==> config.mk <==
export PLATFORM = sky130hd
export DESIGN_NAME = strap_classifier
export DESIGN_NICKNAME = d
export VERILOG_FILES = /design/src/rtl/strap_classifier.sv
export SDC_FILE = /design/constraint.sdc
export NUM_CORES = 1
export LEC_CHECK = 0
export ABC_CLOCK_PERIOD_IN_PS = 2840
export BUFFER_PORTS_ARGS = -buffer_cell sky130_fd_sc_hd__buf_2
export CAP_MARGIN = 20
export CORE_ASPECT_RATIO = 1.2
export CORE_MARGIN = 1.5
export CORE_UTILIZATION = 50
export CTS_BUF_LIST = sky130_fd_sc_hd__clkbuf_8 sky130_fd_sc_hd__clkbuf_16
export CTS_CLUSTER_SIZE = 24
export DETAILED_ROUTE_END_ITERATION = 12
export PLACE_DENSITY = 0.72
export SKIP_CTS_REPAIR_TIMING = 1
export SLEW_MARGIN = 5
export SYNTH_ARGS = -nofsm -noshare
export SYNTH_HDL_FRONTEND = slang
export SYNTH_SLANG_ARGS = --single-unit
==> constraint.sdc <==
create_clock -name clk -period 2.84 [get_ports clk]
set_clock_uncertainty 0.05 [all_clocks]
set_input_delay 0.568 -clock clk [delete_from_list [all_inputs] [get_ports clk]]
set_output_delay 0.568 -clock clk [all_outputs]
set_load 0.1 [all_outputs]
==> src/rtl/strap_classifier.sv <==
module strap_classifier #(
  parameter int ADDR_BITS = 8
) (
  input  logic       clk,
  input  logic       rst_n,
  input  logic       scl,
  input  logic       sda,
  input  logic       strap_lo,
  input  logic       strap_hi,
  output logic [1:0] class_lo,
  output logic [1:0] class_hi,
  output logic [3:0] addr_nibble,
  output logic       classified
);
  localparam int CW = $clog2(ADDR_BITS + 1);

  logic          scl_q, sda_q, primed, active;
  logic [CW-1:0] nbits;
  logic [1:0]    m_sda, m_scl, all_hi;

  wire [1:0] pins     = {strap_hi, strap_lo};
  wire       start_ev = scl & scl_q & sda_q & ~sda;
  wire       stop_ev  = scl & scl_q & ~sda_q & sda;
  wire       rise_ev  = scl & ~scl_q;
  wire [1:0] now_sda  = m_sda & ~(pins ^ {2{sda}});
  wire [1:0] now_scl  = m_scl & ~(pins ^ {2{scl}});
  wire [1:0] now_hi   = all_hi & pins;
  wire       last_bit = active & rise_ev & (nbits == CW'(ADDR_BITS - 1));

  function automatic logic [1:0] code(input logic eqd, input logic eqc, input logic hi);
    if (eqd && !eqc)      code = 2'b10;
    else if (eqc && !eqd) code = 2'b11;
    else                  code = {1'b0, hi};
  endfunction

  always_ff @(posedge clk or negedge rst_n) begin
    if (!rst_n) begin
      scl_q      <= 1'b1;
      sda_q      <= 1'b1;
      primed     <= 1'b0;
      active     <= 1'b0;
      nbits      <= '0;
      m_sda      <= '0;
      m_scl      <= '0;
      all_hi     <= '0;
      class_lo   <= 2'b00;
      class_hi   <= 2'b00;
      classified <= 1'b0;
    end else begin
      scl_q <= scl;
      sda_q <= sda;
      if (!primed) begin
        primed   <= 1'b1;
        class_lo <= {1'b0, strap_lo};
        class_hi <= {1'b0, strap_hi};
      end
      if (start_ev) begin
        active <= 1'b1;
        nbits  <= '0;
        m_sda  <= ~(pins ^ {2{sda}});
        m_scl  <= ~(pins ^ {2{scl}});
        all_hi <= pins;
      end else if (active) begin
        if (stop_ev) begin
          active <= 1'b0;
        end else begin
          m_sda  <= now_sda;
          m_scl  <= now_scl;
          all_hi <= now_hi;
          if (rise_ev) nbits <= nbits + CW'(1);
          if (last_bit) begin
            active     <= 1'b0;
            class_lo   <= code(now_sda[0], now_scl[0], now_hi[0]);
            class_hi   <= code(now_sda[1], now_scl[1], now_hi[1]);
            classified <= 1'b1;
          end
        end
      end
    end
  end

  assign addr_nibble = {class_hi, class_lo};
endmodule


* After elaboration in Yosys (flattened, before gate mapping)
Cells that the tools add are included.
Operators by class: magnitude comparators 0, bitwise operators 20, reductions and logical operators 13, eq/ne operators 2, muxes and demuxes 31, div/mod/pow operators 0, multipliers 0, $add $sub $neg 1, shifts and indexed selects 0
Operator list (count):
- two-way mux 2 bit | 23
- two-way mux 4 bit | 4
- AND 1 bit | 8
- AND 2 bit | 3
- inverter 1 bit | 5
- adder 4 x 1 -> 4 bit, second input constant | 1
- == test 4 x 3 -> 1 bit, second input constant | 1
- logical AND 1 bit | 4
- zero test 1 bit | 4
- two-way mux 1 bit | 4
- inverter 2 bit | 2
- AND reduction 4 bit | 1
- nonzero test 2 bit | 2
- bitwise XOR 2 bit | 2
- AND reduction 3 bit | 1
- inequality test 2 bit, second input constant | 1
- AND reduction 2 bit | 1
Storage, ports and cells: memories 0, memory bits (writable) 0, bits in latches 0, ROM bits 0, register bits after elaboration 19, logic and storage cells 78

* Depth between registers and ports, before layout
depth in word-level cells 11, gate-level depth with buffers 7, mapped depth without buffers 7

* Worst setup path after synthesis
Ideal clock, no wire load.
path kind reg2out, from register class_hi[1], to output class_hi[1], required time 2.222 ns, stages on the path, launching flop included 2, setup slack 0.882 ns, data arrival time 1.340 ns, path buffers 1, cell sequence dfrtp_1 buf_4
RTL lines:
- start: declaration | RTL line 11 | output logic [1:0] class_hi,
- start signal: assignment | RTL line 55 | class_hi <= {1'b0, strap_hi};
- start signal: assignment | RTL line 74 | class_hi <= code(now_sda[1], now_scl[1], now_hi[1]);
No word-level cell between the ends.

* Worst setup path in the final report
from register class_lo[1], to output class_lo[1]
RTL lines:
- start: declaration | RTL line 10 | output logic [1:0] class_lo,
- start signal: assignment | RTL line 54 | class_lo <= {1'b0, strap_lo};
- start signal: assignment | RTL line 73 | class_lo <= code(now_sda[0], now_scl[0], now_hi[0]);
No word-level cell between the ends.

==> qor.txt <==
Core Region: 1810 um2
Diodes inserted: 0
first drt pass iteration count: 4
sequential area share after synthesis: 50.5%
initial antenna violation count: 0
unrepaired setup endpoints after global routing: no
CP Max Fanout: 3
pre-CTS WS: 1030 ps
Area contributors post-synth: dfrtp_1 (45%), ha_1 (6.6%), dfstp_2 (5.6%)
first-pass GRT wire length: 2550 um
Fillers: 145
HPWL after detailed placement: 1100 um
prevailing post-synth register cell: dfrtp_1
WP data required: 2220 ps
most numerous cell in the Yosys netlist: dfrtp_1
Vias/cell: 5.34
Syn. warnings: 0
Min-Delay Path Class: in -> async
IO Port Bufs: 14
# DRC: 0
die height: 50.6 um
share of the synthesized area in the top cell type: 45.0%
row cnt: 17
TritonCTS Sinks: 19
TNS Setup: 0 ps
CTS clk-pin slew, worst paths: 70 ps
hold_ws: 187 ps
max-cap viol count: 0
final worst-path cycle share: 58.9%
die area: 2160 um2
CP delay by family, top: buffers and inverters
Gate Count Post-Synth: 81
Post-synth EDFFs: 0
Power Density: 726 nW/um2
area delta synth->final: 10.4%
post-route ant nets: 0
die width: 42.7 um
CTS buffer count: 3
gr ovfl total: 0
Setup violations, final: 0
synthesized flop and latch total: 19
clk root buf: clkbuf_8
post-layout min period: 1670 ps
worst skew pair latency: 260 ps
share of cells above drive strength 1: 28.7%
Synth Net Count: 92
drt total wl: 1440 um
CP Capture Type: output port
FMAX: 598 MHz
Avg Inst Size Synth: 11.7 um2
Initial Util: 52.3%
Final Max Slew Viols: 0
commonest cells in the netlist: dfrtp_1 (17), nand2_1 (6), ha_1 (5), inv_1 (5), o21ai_0 (5)
GP Congestion: 0.716
Final Core Density: 57.8%
final hold viol count: 0
CP Class: reg -> out
number of global-route vias before repair: 602
fin nets: 106
CP arrival: 1050 ps
P_leak: 0.575 nW
pin count of the biggest net entering global routing: 20
DR iter-0 viols: 3
Ports: 15
# H-tree levels: 1
vias: 603
Yosys cell types: 29
dominant cell type by area after synthesis: dfrtp_1
Critical Path Max Stage Delay: 430 ps
CTS tree: built
Clock Path Buffers: 2
Slowest-stage cell, CP: buf_2
CP startpoint kind: register
async set or reset register ratio after synthesis: 100%
synthesized area: 946 um2
status: finished clean
CP Cell Sequence: buf_2
worst setup margin: 1170 ps
Routed wire per std cell: 12.8 um
Worst VDD drop: 514 uV
worst path buffer plus inverter count: 1
Tot GR Track Use: 16.3%
layout make-up:
class	instances	area [um2]	share of cell area (%)
Sequential cell	19	478	45.7
Multi-Input combinational cell	52	408	39.0
Timing Repair Buffer	14	70.1	6.71
Clock buffer	3	41.3	3.95
Tap cell	19	23.8	2.28
Inverter	5	18.8	1.80
Clock inverter	1	5.00	0.479
flip-flops by register name, indices dropped and copies added, names as in the netlist, 2 cells and up:
register and count:
all_hi 2, m_scl 2, class_hi 2, m_sda 2
class_lo 2, nbits 4
final timing paths:
| path | depth (start not counted) | to | startpoint | slack (ps) |
|---|---|---|---|---|
| max | 1 | class_lo[1] | class_lo[1] | 1170 |
| min | 1 | all_hi[0] | rst_n | 190 |
| max reg2reg | 4 | all_hi[1] | scl_q | 1280 |
| min reg2reg | 1 | classified | classified | 410 |
| max in group asynchronous | 1 | scl_q | rst_n | 2230 |
| min in group clk | 1 | scl_q | scl | 400 |
through the flow:
stage	cells	total power, mW	area (um2)
after floorplan	81	0.537	946
after global placement	109	0.573	998
after detailed placement	109	0.578	998
after CTS	113	0.765	1040
after global routing	113	0.798	1040
final	113	0.758	1040
power by group:
| part | leakage [nW] | internal [mW] | total, mW | switching [mW] |
|---|---|---|---|---|
| registers | 0.240 | 0.323 | 0.362 | 0.0393 |
| logic | 0.310 | 0.0727 | 0.209 | 0.136 |
| clock network | 0.0255 | 0.0976 | 0.187 | 0.0899 |
per-layer routing:
| metal | vias up | GRT usage [%] | share of wire (%) |
|---|---|---|---|
| met5 | - | 0 | 0 |
| met4 | 0 | 12.5 | 3.5 |
| met3 | 5 | 3.24 | 4.0 |
| met2 | 15 | 24.7 | 47 |
| met1 | 282 | 20.0 | 46 |
| li1 | 301 | - | - |
cell usage in the layout, fill, tap and decap left out, types with 3 or more instances in the layout:
cell / count
buf_2: 14
inv_1: 5
nor2_1: 4
o22a_1: 4
o21ai_0: 5
ha_1: 5
nand2_1: 6
dfrtp_1: 17
clkbuf_8: 3
xnor2_1: 4
logic make-up (layout without fill, tap and decap cells):
| kind of cell | count (synthesis) | count (layout) | synth area share, % |
|---|---|---|---|
| other | 1 | 1 | 0.396 |
| AND/OR/NAND/NOR | 21 | 21 | 14.9 |
| buffers and inverters | 10 | 23 | 6.35 |
| AO/OA/AOI/OAI | 16 | 16 | 12.3 |
| flip-flops | 19 | 19 | 50.5 |
| multiplexers | 3 | 3 | 3.31 |
| adder cells (fa/ha/maj) | 5 | 5 | 6.61 |
| XOR/XNOR | 6 | 6 | 5.56 |
Note: power is estimated with default switching activity, not from simulation.
